## src/rtl/mdp_pkg.sv

```systemverilog
package mdp_pkg;
  localparam int DEF_PC_W   = 32;
  localparam int DEF_SEQ_W  = 16;
  localparam int DEF_TID_W  = 1;
  localparam int HASH_SHIFT = 10;

  // set identifier hash of a store PC, reduced modulo the set count
  function automatic int unsigned set_hash(input logic [63:0] pc, input int unsigned sets);
    logic [63:0] mix;
    mix = pc ^ (pc >> HASH_SHIFT);
    return int'(mix % 64'(sets));
  endfunction
endpackage

```

## src/rtl/mdp_ssit.sv

```systemverilog
module mdp_ssit #(
  parameter int PC_W       = 32,
  parameter int DEPTH      = 64,
  parameter int OFF_BITS   = 2,
  parameter int SETS       = 16,
  localparam int IDX_W     = $clog2(DEPTH),
  localparam int SSID_W    = $clog2(SETS)
) (
  input  logic              clk,
  input  logic              rst,
  input  logic [PC_W-1:0]   a_pc,
  output logic              a_hit,
  output logic [SSID_W-1:0] a_ssid,
  input  logic [PC_W-1:0]   b_pc,
  output logic              b_hit,
  output logic [SSID_W-1:0] b_ssid,
  input  logic              viol_valid,
  input  logic [PC_W-1:0]   viol_load_pc,
  input  logic [PC_W-1:0]   viol_store_pc
);
  import mdp_pkg::*;

  logic [SSID_W-1:0] id_mem [DEPTH];
  logic [DEPTH-1:0]  vld_q;

  function automatic logic [IDX_W-1:0] idx_of(input logic [PC_W-1:0] pc);
    return IDX_W'(pc >> OFF_BITS);
  endfunction

  logic [IDX_W-1:0]  a_idx, b_idx, l_idx, s_idx;
  logic              l_ok, s_ok;
  logic [SSID_W-1:0] l_id, s_id, fresh_id, merged_id;

  always_comb begin
    a_idx  = idx_of(a_pc);
    b_idx  = idx_of(b_pc);
    l_idx  = idx_of(viol_load_pc);
    s_idx  = idx_of(viol_store_pc);
    a_hit  = vld_q[a_idx];
    a_ssid = id_mem[a_idx];
    b_hit  = vld_q[b_idx];
    b_ssid = id_mem[b_idx];
    l_ok   = vld_q[l_idx];
    s_ok   = vld_q[s_idx];
    l_id   = id_mem[l_idx];
    s_id   = id_mem[s_idx];
    fresh_id = SSID_W'(set_hash(64'(viol_store_pc), SETS));
    unique case ({l_ok, s_ok})
      2'b00:   merged_id = fresh_id;
      2'b10:   merged_id = l_id;
      2'b01:   merged_id = s_id;
      default: merged_id = (l_id < s_id) ? l_id : s_id;
    endcase
  end

  // identifier storage: no reset, written only on violations
  always_ff @(posedge clk) begin
    if (viol_valid && !rst) begin
      id_mem[l_idx] <= merged_id;
      id_mem[s_idx] <= merged_id;
    end
  end

  always_ff @(posedge clk) begin
    if (rst) begin
      vld_q <= '0;
    end else if (viol_valid) begin
      vld_q[l_idx] <= 1'b1;
      vld_q[s_idx] <= 1'b1;
    end
  end
endmodule

```

## src/rtl/mdp_lfst.sv

```systemverilog
module mdp_lfst #(
  parameter int SEQ_W     = 16,
  parameter int SETS      = 16,
  parameter int SB_DEPTH  = 4,
  localparam int SSID_W   = $clog2(SETS)
) (
  input  logic                             clk,
  input  logic                             rst,
  input  logic [SSID_W-1:0]                rd_ssid,
  output logic                             rd_vld,
  output logic [SEQ_W-1:0]                 rd_seq,
  input  logic                             wr_en,
  input  logic [SSID_W-1:0]                wr_ssid,
  input  logic [SEQ_W-1:0]                 wr_seq,
  input  logic                             iss_en,
  input  logic [SSID_W-1:0]                iss_ssid,
  input  logic [SEQ_W-1:0]                 iss_seq,
  input  logic [SB_DEPTH-1:0]              kill,
  input  logic [SB_DEPTH-1:0][SSID_W-1:0]  ent_ssid,
  input  logic [SB_DEPTH-1:0][SEQ_W-1:0]   ent_seq,
  output logic [SETS-1:0]                  vld
);
  logic [SEQ_W-1:0] seq_mem [SETS];
  logic [SETS-1:0]  vld_q;
  logic [SETS-1:0]  clr;

  assign rd_vld = vld_q[rd_ssid];
  assign rd_seq = seq_mem[rd_ssid];
  assign vld    = vld_q;

  // an entry is dropped only if it still names the retired/cancelled store
  always_comb begin
    clr = '0;
    for (int e = 0; e < SETS; e++) begin
      if (iss_en && iss_ssid == SSID_W'(e) && iss_seq == seq_mem[e])
        clr[e] = 1'b1;
      for (int k = 0; k < SB_DEPTH; k++) begin
        if (kill[k] && ent_ssid[k] == SSID_W'(e) && ent_seq[k] == seq_mem[e])
          clr[e] = 1'b1;
      end
    end
  end

  always_ff @(posedge clk) begin
    if (wr_en && !rst) seq_mem[wr_ssid] <= wr_seq;
  end

  always_ff @(posedge clk) begin
    if (rst) begin
      vld_q <= '0;
    end else begin
      for (int e = 0; e < SETS; e++) begin
        if (wr_en && wr_ssid == SSID_W'(e)) vld_q[e] <= 1'b1;
        else if (clr[e])                    vld_q[e] <= 1'b0;
      end
    end
  end
endmodule

```

## src/rtl/mdp_inflight.sv

```systemverilog
module mdp_inflight #(
  parameter int SEQ_W    = 16,
  parameter int SSID_W   = 4,
  parameter int TID_W    = 1,
  parameter int DEPTH    = 4,
  localparam int SB_W    = (DEPTH > 1) ? $clog2(DEPTH) : 1
) (
  input  logic                            clk,
  input  logic                            rst,
  input  logic                            alloc_en,
  input  logic [SEQ_W-1:0]                alloc_seq,
  input  logic [SSID_W-1:0]               alloc_ssid,
  input  logic [TID_W-1:0]                alloc_tid,
  input  logic                            iss_en,
  input  logic [SEQ_W-1:0]                iss_seq,
  output logic                            iss_found,
  output logic [SSID_W-1:0]               iss_ssid,
  input  logic                            sq_en,
  input  logic [TID_W-1:0]                sq_tid,
  input  logic [SEQ_W-1:0]                sq_seq,
  output logic [DEPTH-1:0]                kill,
  output logic [DEPTH-1:0]                ent_vld,
  output logic [DEPTH-1:0][SEQ_W-1:0]     ent_seq,
  output logic [DEPTH-1:0][SSID_W-1:0]    ent_ssid,
  output logic [DEPTH-1:0][TID_W-1:0]     ent_tid
);
  logic [DEPTH-1:0]             vld_q;
  logic [DEPTH-1:0][SEQ_W-1:0]  seq_q;
  logic [DEPTH-1:0][SSID_W-1:0] ssid_q;
  logic [DEPTH-1:0][TID_W-1:0]  tid_q;
  logic [DEPTH-1:0]             iss_sel;
  logic [SB_W-1:0]              free_idx;
  logic                         have_free;

  assign ent_vld  = vld_q;
  assign ent_seq  = seq_q;
  assign ent_ssid = ssid_q;
  assign ent_tid  = tid_q;

  always_comb begin
    have_free = 1'b0;
    free_idx  = '0;
    for (int i = DEPTH - 1; i >= 0; i--) begin
      if (!vld_q[i]) begin
        have_free = 1'b1;
        free_idx  = SB_W'(i);
      end
    end
    iss_sel   = '0;
    iss_found = 1'b0;
    iss_ssid  = '0;
    for (int i = 0; i < DEPTH; i++) begin
      if (!iss_found && iss_en && vld_q[i] && seq_q[i] == iss_seq) begin
        iss_found  = 1'b1;
        iss_sel[i] = 1'b1;
        iss_ssid   = ssid_q[i];
      end
    end
  end

  generate
    for (genvar g = 0; g < DEPTH; g++) begin : g_kill
      assign kill[g] = sq_en && vld_q[g] && tid_q[g] == sq_tid && seq_q[g] > sq_seq;
    end
  endgenerate

  always_ff @(posedge clk) begin
    if (alloc_en && have_free && !rst) begin
      seq_q[free_idx]  <= alloc_seq;
      ssid_q[free_idx] <= alloc_ssid;
      tid_q[free_idx]  <= alloc_tid;
    end
  end

  always_ff @(posedge clk) begin
    if (rst) begin
      vld_q <= '0;
    end else begin
      for (int i = 0; i < DEPTH; i++) begin
        if (kill[i] || iss_sel[i]) vld_q[i] <= 1'b0;
      end
      if (alloc_en && have_free) vld_q[free_idx] <= 1'b1;
    end
  end
endmodule

```

## src/rtl/mdp_store_sets.sv

```systemverilog
module mdp_store_sets #(
  parameter int PC_W       = mdp_pkg::DEF_PC_W,
  parameter int SEQ_W      = mdp_pkg::DEF_SEQ_W,
  parameter int TID_W      = mdp_pkg::DEF_TID_W,
  parameter int SSIT_DEPTH = 64,
  parameter int LFST_DEPTH = 16,
  parameter int OFF_BITS   = 2,
  parameter int SB_DEPTH   = 4,
  localparam int SSID_W    = $clog2(LFST_DEPTH)
) (
  input  logic              clk,
  input  logic              rst,
  input  logic              viol_valid,
  input  logic [PC_W-1:0]   viol_load_pc,
  input  logic [PC_W-1:0]   viol_store_pc,
  input  logic              st_ins_valid,
  input  logic [PC_W-1:0]   st_ins_pc,
  input  logic [SEQ_W-1:0]  st_ins_seq,
  input  logic [TID_W-1:0]  st_ins_tid,
  input  logic [PC_W-1:0]   lk_pc,
  output logic              lk_hit,
  output logic [SEQ_W-1:0]  lk_dep_seq,
  input  logic              iss_valid,
  input  logic [SEQ_W-1:0]  iss_seq,
  input  logic              iss_is_store,
  input  logic              sq_valid,
  input  logic [TID_W-1:0]  sq_tid,
  input  logic [SEQ_W-1:0]  sq_seq
);
  logic                              lk_set_ok, lk_store_ok;
  logic [SSID_W-1:0]                 lk_ssid;
  logic [SEQ_W-1:0]                  lk_store_seq;
  logic                              ins_hit;
  logic [SSID_W-1:0]                 ins_ssid;
  logic                              ins_go;
  logic                              iss_found;
  logic [SSID_W-1:0]                 iss_ssid;
  logic [SB_DEPTH-1:0]               buf_kill, buf_vld;
  logic [SB_DEPTH-1:0][SEQ_W-1:0]    buf_seq;
  logic [SB_DEPTH-1:0][SSID_W-1:0]   buf_ssid;
  logic [SB_DEPTH-1:0][TID_W-1:0]    buf_tid;
  logic [LFST_DEPTH-1:0]             lfst_vld;

  assign ins_go = st_ins_valid && ins_hit;

  mdp_ssit #(
    .PC_W(PC_W), .DEPTH(SSIT_DEPTH), .OFF_BITS(OFF_BITS), .SETS(LFST_DEPTH)
  ) u_ssit (
    .clk(clk), .rst(rst),
    .a_pc(lk_pc), .a_hit(lk_set_ok), .a_ssid(lk_ssid),
    .b_pc(st_ins_pc), .b_hit(ins_hit), .b_ssid(ins_ssid),
    .viol_valid(viol_valid), .viol_load_pc(viol_load_pc), .viol_store_pc(viol_store_pc)
  );

  mdp_inflight #(
    .SEQ_W(SEQ_W), .SSID_W(SSID_W), .TID_W(TID_W), .DEPTH(SB_DEPTH)
  ) u_inflight (
    .clk(clk), .rst(rst),
    .alloc_en(ins_go), .alloc_seq(st_ins_seq), .alloc_ssid(ins_ssid), .alloc_tid(st_ins_tid),
    .iss_en(iss_valid && iss_is_store), .iss_seq(iss_seq),
    .iss_found(iss_found), .iss_ssid(iss_ssid),
    .sq_en(sq_valid), .sq_tid(sq_tid), .sq_seq(sq_seq),
    .kill(buf_kill), .ent_vld(buf_vld), .ent_seq(buf_seq), .ent_ssid(buf_ssid), .ent_tid(buf_tid)
  );

  mdp_lfst #(
    .SEQ_W(SEQ_W), .SETS(LFST_DEPTH), .SB_DEPTH(SB_DEPTH)
  ) u_lfst (
    .clk(clk), .rst(rst),
    .rd_ssid(lk_ssid), .rd_vld(lk_store_ok), .rd_seq(lk_store_seq),
    .wr_en(ins_go), .wr_ssid(ins_ssid), .wr_seq(st_ins_seq),
    .iss_en(iss_found), .iss_ssid(iss_ssid), .iss_seq(iss_seq),
    .kill(buf_kill), .ent_ssid(buf_ssid), .ent_seq(buf_seq),
    .vld(lfst_vld)
  );

  assign lk_hit     = lk_set_ok && lk_store_ok;
  assign lk_dep_seq = lk_hit ? lk_store_seq : '0;
endmodule

```

## config.mk

```make
export PLATFORM = sky130hd
export DESIGN_NAME = mdp_store_sets
export DESIGN_NICKNAME = d
export VERILOG_FILES = /design/src/rtl/mdp_pkg.sv /design/src/rtl/mdp_ssit.sv /design/src/rtl/mdp_lfst.sv /design/src/rtl/mdp_inflight.sv /design/src/rtl/mdp_store_sets.sv
export SDC_FILE = /design/constraint.sdc
export NUM_CORES = 2
export LEC_CHECK = 0
export BUFFER_PORTS_ARGS = -buffer_cell sky130_fd_sc_hd__buf_4
export CAP_MARGIN = 10
export CORE_UTILIZATION = 45
export CTS_BUF_LIST = sky130_fd_sc_hd__clkbuf_16
export DETAILED_ROUTE_END_ITERATION = 10
export PLACE_DENSITY = 0.59
export SLEW_MARGIN = 20
export SYNTH_ARGS = -nofsm -noshare
export SYNTH_HDL_FRONTEND = slang
export SYNTH_HIERARCHICAL = 1
export SYNTH_SLANG_ARGS = --single-unit
```

## constraint.sdc

```tcl
create_clock -name clk -period 8.9 [get_ports clk]
set_input_delay 1.78 -clock clk [delete_from_list [all_inputs] [get_ports clk]]
set_output_delay 1.78 -clock clk [all_outputs]
set_load 0.01 [all_outputs]
```

# Yosys cells after proc, flatten, opt, wreduce, memory -nomap -nowiden

Memories as Yosys holds them, arrays and structs flattened.
Index checks and enable logic that the tools add are counted.

Flip-flop bits (word level): 168
Bits in latches: 0
Memory bits (writable): 512
ROM bits: 0
Bits of input ports: 185
Output and inout port bits: 17
Word-level logic and storage cells: 640
Memories: 2

Add/sub/neg operators: 0
Multiply operators: 0
Div/mod/pow operators: 0
Order comparisons: 14
Equality and inequality tests: 180
Shift operators: 0
Muxes and demuxes: 170
Bitwise logic cells: 4
Reduce and logical (&&, ||, !) cells: 240

Memory list:

| memory         | words | bits a word | read ports | clocked after Yosys merged registers in | write ports | RTL line       | source |
|---|---|---|---|---|---|---|---|
| u_lfst.seq_mem | 16    | 16          | 17         | 0                                       | 1           | mdp_lfst.sv:23 | `logic [SEQ_W-1:0] seq_mem [SETS];` |
| u_ssit.id_mem  | 64    | 4           | 4          | 0                                       | 2           | mdp_ssit.sv:23 | `logic [SSID_W-1:0] id_mem [DEPTH];` |

Operators with widths:

| kind               | count |
|---|---|
| $eq 16x16->1       | 84 |
| $logic_and 1x1->1  | 209 |
| $eq 4x4->1 const B | 48 |
| $mux 1             | 143 |
| $or 64x64->64      | 2 |
| $eq 4x3->1 const B | 24 |
| $bwmux 64          | 1 |
| $gt 16x16->1       | 4 |
| $eq 4x2->1 const B | 12 |
| $demux 16 s2       | 1 |
| $mux 16            | 2 |
| $reduce_bool 2->1  | 16 |
| $lt 6x7->1 const B | 4 |
| $mux 4             | 7 |
| $bmux 1 s6         | 4 |
| $eq 4x1->1 const B | 6 |
| $logic_not 4->1    | 6 |
| $bwmux 16          | 1 |
| $demux 1 s6        | 2 |
| $ge 6x1->1 const B | 2 |
| $pmux 4 s3         | 1 |
| $demux 4 s2        | 1 |
| $mux 2             | 4 |
| $lt 4x5->1 const B | 1 |
| 14 further kinds   | 23 |

# Depth between registers and ports, before layout

Word-level depth: 29
Mapped depth: 18
Mapped depth without buffers: 14

# By module

Netlist, hierarchy kept.

By module, submodules not included:

| module         | instances | cells an instance | area each (µm²) | sequential area each (µm²) |
|---|---|---|---|---|
| mdp_lfst       | 1         | 2,680             | 26,731.9        | 8,007.7 |
| mdp_ssit       | 1         | 1,545             | 20,315.7        | 8,968.6 |
| mdp_inflight   | 1         | 415               | 5,101.1         | 2,602.5 |
| mdp_store_sets | 1         | 21                | 147.6           | 0.0 |

# Worst setup path before layout

OpenSTA, ideal clock, no wires.

Kind: in2out
Start: input port lk_pc[2]
End: output port lk_hit
Data arrival time: 5.732 ns
Required time: 7.120 ns
Setup slack: 1.388 ns
Stages on the path: 12
Path buffers: 6
Path through: clkbuf_1 -> buf_1 -> mux4_2 -> mux4_2 -> mux4_2 -> buf_6 -> buf_8 -> buf_8 -> mux4_2 -> mux4_2 -> buf_4 -> and2_2

Cells in the longest elaborated chain, start to end: 4
Elaborated cells on any way between the ends: 6
Those cells by class: mux (4); reduce/logical (1); memory (1)

RTL lines:

| item                         | RTL line             | source |
|---|---|---|
| start: declaration           | mdp_store_sets.sv:20 | `input logic [PC_W-1:0] lk_pc,` |
| $mem_v2 64x4                 | -                    |  |
| named net lk_ssid[0]         | mdp_store_sets.sv:31 | `logic [SSID_W-1:0] lk_ssid;` |
| $bmux 1 s4                   | mdp_lfst.sv:27       | `assign rd_vld = vld_q[rd_ssid];` |
| $mux 1 (not written as such) | mdp_lfst.sv:27       |  |
| named net lk_store_ok        | mdp_store_sets.sv:30 | `logic lk_set_ok, lk_store_ok;` |
| $logic_and 1x1->1            | mdp_store_sets.sv:77 | `assign lk_hit = lk_set_ok && lk_store_ok;` |
| end: declaration             | mdp_store_sets.sv:21 | `output logic lk_hit,` |

The timed path passes the listed nets, and every way through them passes these cells. The select of a mux whose other input is x is not followed.

# Worst setup path in the final report

Start: input port lk_pc[2]
End: output port lk_dep_seq[7]

Elaborated cells on any way between the ends: 8
Those cells by class: mux (5); reduce/logical (1); memory (2)

RTL lines:

| item                      | RTL line             | source |
|---|---|---|
| $mem_v2 64x4              | -                    |  |
| named net lk_ssid[1]      | mdp_store_sets.sv:31 |  |
| $mem_v2 16x16             | -                    |  |
| named net lk_store_seq[7] | mdp_store_sets.sv:32 | `logic [SEQ_W-1:0] lk_store_seq;` |
| $mux 16                   | mdp_store_sets.sv:78 | `assign lk_dep_seq = lk_hit ? lk_store_seq : '0;` |
| end: declaration          | mdp_store_sets.sv:22 | `output logic [SEQ_W-1:0] lk_dep_seq,` |

The timed path passes the listed nets, and every way through them passes these cells. The select of a mux whose other input is x is not followed.

==> results.py <==
metrics = {
    "run_status": {
        "status": "finished, final reports clean",
    },
    "cts": {
        "postCtsHoldBufs": 0,
        "root_buffer": "clkbuf_16",
        "post_cts_buffers": 0,
        "cts_max_level": 3,
        "clk_pin_slew_ps": 60,
        "clkLatencyLatePin_ps": 710,
        "cts-buffers-inserted": 81,
        "cts.path.max_buffers": 3,
        "cts_tree": "built",
        "cts_resized": 0,
        "cts.sinks": 680,
    },
    "timing": {
        "setup_ws_ps": 826.2,
        "finalHoldViolations": 0,
        "drv_slew": 0,
        "slew_headroom": 0.1581,
        "fin_crit_ps": 8074,
        "fmax_mhz": 123.9,
        "rsz0062_at_grt": "no",
        "clock_skew_ps": 40.39,
        "setup_tns_ps": 0,
        "setup_viol": 0,
        "finalCritPeriodShare": 0.9072,
        "tightest_slew_ps": 1258,
    },
    "yosys": {
        "yosys.area_share.simple": 0.1040,
        "ys_types": 80,
        "synth_compound_area_frac": 0.08046,
        "netlist_instances": 4661,
        "synth-seq-cells": 680,
        "muxShareOfSynthArea": 0.1410,
        "synth_seq_area_share": 0.3744,
        "yosysWarnings": 6,
        "async_flop_share": 0,
        "synth.avg_cell_area_um2": 11.22,
        "synth_nets": 4913,
        "yosys.area_share.adder": 0.01603,
        "synth-xor-area-share": 0.2266,
        "synth_top_family_by_area": "XOR/XNOR gates",
        "ys.flop_type": "edfxtp_1",
        "synth_edf_count": 596,
        "synth_area_um2": 52300,
    },
    "final_layout": {
        "design_area_um2": 56340,
        "drive_above_1_share": 0.1703,
        "area_delta_synth_final_pct": 7.735,
        "fillCellCount": 10232,
        "nets": 4636,
        "multi_input_area_um2": 29870,
        "regArea_um2": 19580,
    },
    "power": {
        "vdd_ir_drop_max_mv": 0.1607,
        "p_per_area_nw_per_um2": 144.8,
        "comb_power_share": 0.147,
        "switching_share": 0.2843,
        "clkPwrFrac": 0.416,
        "intPower_mw": 5.840,
        "switching_power_mw": 2.320,
        "leakage_nw": 17.67,
        "p_seq_frac": 0.437,
    },
    "global_route": {
        "first_global_vias": 42268,
        "grt_pass1_wl_um": 354000,
        "grt_max_degree": 66,
        "overflow": 0,
        "grt_usage": 0.4378,
        "grt_antenna_before_repair": 16,
    },
    "floorplan": {
        "rows": 124,
        "coreArea_um2": 114800,
        "die_h_um": 342.9,
        "fp.dieArea_um2": 117600,
        "boundaryPins": 202,
        "die_x_um": 342.9,
        "initial_core_util": 0.4555,
    },
    "routing": {
        "route.detailed.drc": 0,
        "routed_wl_um": 262000,
        "drtAntennaViolNets": 0,
        "firstDrtPassIters": 8,
        "avgViaCountPerCell": 7.574,
        "drt_iter0_markers": 8649,
        "via_count": 45260,
        "wl_per_cell_um": 43.84,
    },
    "placed_design": {
        "dp.final_hpwl_um": 162400,
        "place_area_um2": 53630,
        "portBuffers": 103,
        "gp_congestion": 1.098,
        "dpl_worst_slack_ps": 940.3,
    },
    "critical_path": {
        "worstSetupPathType": "in -> out",
        "worstRegToRegCells": 13,
        "r2r-start": "u_inflight/ent_seq[36]",
        "worst_ep_arrival_time_ps": 6290,
        "r2r-end": "u_lfst/vld[13]",
        "cp.required_ps": 7120,
        "critPathCapture": "lk_dep_seq[7]",
        "critPathMaxFanout": 30,
        "regToRegSetupSlack_ps": 3450,
        "crit_path_end_kind": "primary output",
        "cp-start-kind": "primary input",
        "critPathLaunch": "lk_pc[2]",
    },
    "hold_path": {
        "hp-class": "reg -> reg",
        "holdPathStages": 2,
    },
    "job": {
        "cap_violations": 0,
    },
}
==> registers in the layout, indices dropped and copies added (netlist names) <==
name and cells:
u_lfst/seq_mem 256, u_inflight/ent_tid 4, u_ssit/vld_q 64, u_inflight/ent_seq 64, u_lfst/vld 16, u_inflight/ent_vld 4, u_ssit/id_mem 256, u_inflight/ent_ssid 16
==> power groups by stage <==
stage          clock network [mW]  logic (mW)  registers, mW
5_1_grt                      3.52        1.21           3.56
3_3_place_gp                    0        1.13           3.63
4_1_cts                      3.41        1.14           3.56
3_5_place_dp                    0        1.13           3.63
2_1_floorplan                   0       0.676           3.63
6_report                     3.40        1.20           3.56
==> cell usage after synthesis, drive strengths merged, types with 28 or more instances <==
cell type | count | area (µm²)
a21oi | 36 | 180.2
a221oi | 54 | 473.0
a22o | 53 | 464.2
a22oi | 226 | 1697
and3 | 32 | 209.0
buf | 262 | 1331
clkbuf | 353 | 1325
dfxtp | 84 | 1682
edfxtp | 596 | 17900
ha | 67 | 838.3
inv | 92 | 345.3
mux2i | 28 | 280.3
mux4 | 307 | 6914
nand2 | 38 | 142.6
nand3 | 73 | 370.4
nand4 | 273 | 1708
nor2 | 125 | 471.7
nor3 | 56 | 285.3
nor4 | 195 | 1226
o22ai | 85 | 531.8
xnor2 | 793 | 6953
xor2 | 559 | 4896
==> cell type report <==
class	instances	area share
Multi-Input combinational cell	3272	0.5302
Clock buffer	82	0.03642
Antenna cell	13	0.0005774
Sequential cell	680	0.3475
Inverter	94	0.006262
Tap cell	1512	0.03358
Clock inverter	68	0.01119
Timing Repair Buffer	255	0.03427
==> per-stage QoR <==
step	cells	hold slack [ps]	util	total power, mW
CTS	5963	494.9	0.4905	8.107
global route	5966	519.2	0.4905	8.289
detailed placement	5813	484.6	0.4671	4.766
floorplan	4661	459.7	-	4.308
finish	5976	498.0	0.4907	8.160
global placement	5813	476.1	0.4670	4.757
==> how the worst min path moves through the flow <==
stage	to	slack [ps]	from
after floorplan	u_lfst/vld[2]	460	u_lfst/vld[2]
after global placement	u_lfst/vld[9]	480	u_lfst/vld[9]
after detailed placement	u_lfst/vld[9]	480	u_lfst/vld[9]
after CTS	u_lfst/vld[9]	490	u_lfst/vld[9]
after global routing	u_lfst/vld[9]	520	u_lfst/vld[9]
final	u_lfst/vld[9]	500	u_lfst/vld[9]
==> worst max-delay path, cell delays in order <==
cell and delay (ps):
buf_6 360, buf_4 360, mux4_2 530, mux4_2 620, mux4_2 850, buf_4 330, mux4_2 450, mux4_2 490
and3_1 280, buf_4 180
==> kinds of logic after synthesis <==
| group | count (synthesis) |
|---|---|
| AOI/OAI and AO/OA | 570 |
| muxes | 351 |
| adders and majority gates | 67 |
| buffers and inverters | 709 |
| DFF | 680 |
| xor gates and xnor gates | 1352 |
| and+or+nand+nor | 932 |
==> routing by layer <==
| layer | wire length, µm | global-route usage |
|---|---|---|
| met4 | 28890 | 0.3759 |
| met3 | 38270 | 0.1615 |
| met1 | 85970 | 0.5120 |
| met5 | 0 | 0 |
| met2 | 108900 | 0.6350 |
==> placed cells by master, fill, tap and decap left out, types with 17 or more instances in the layout <==
cell       synthesis  layout
xnor2_1          792     792
edfxtp_1         596     596
xor2_1           559     559
mux4_2           307     306
nand4_1          273     273
buf_4             10     253
a22oi_1          226     226
nor4_1           194     194
nor2_1           124     120
inv_1             92     106
dfxtp_1           84      84
clkbuf_16          0      82
o22ai_1           85      82
nand3_1           72      72
ha_1              67      67
a221oi_1          54      54
a22o_1            53      53
nor3_1            55      49
nand2_1           38      38
a21oi_1           36      36
mux2i_1           28      28
nor2b_1           27      26
and3_1            25      23
a31oi_1           22      22
nand3b_1          21      21
o21ai_0           17      17
nor3b_1           27      17
Note: power is estimated with default switching activity, not from simulation.
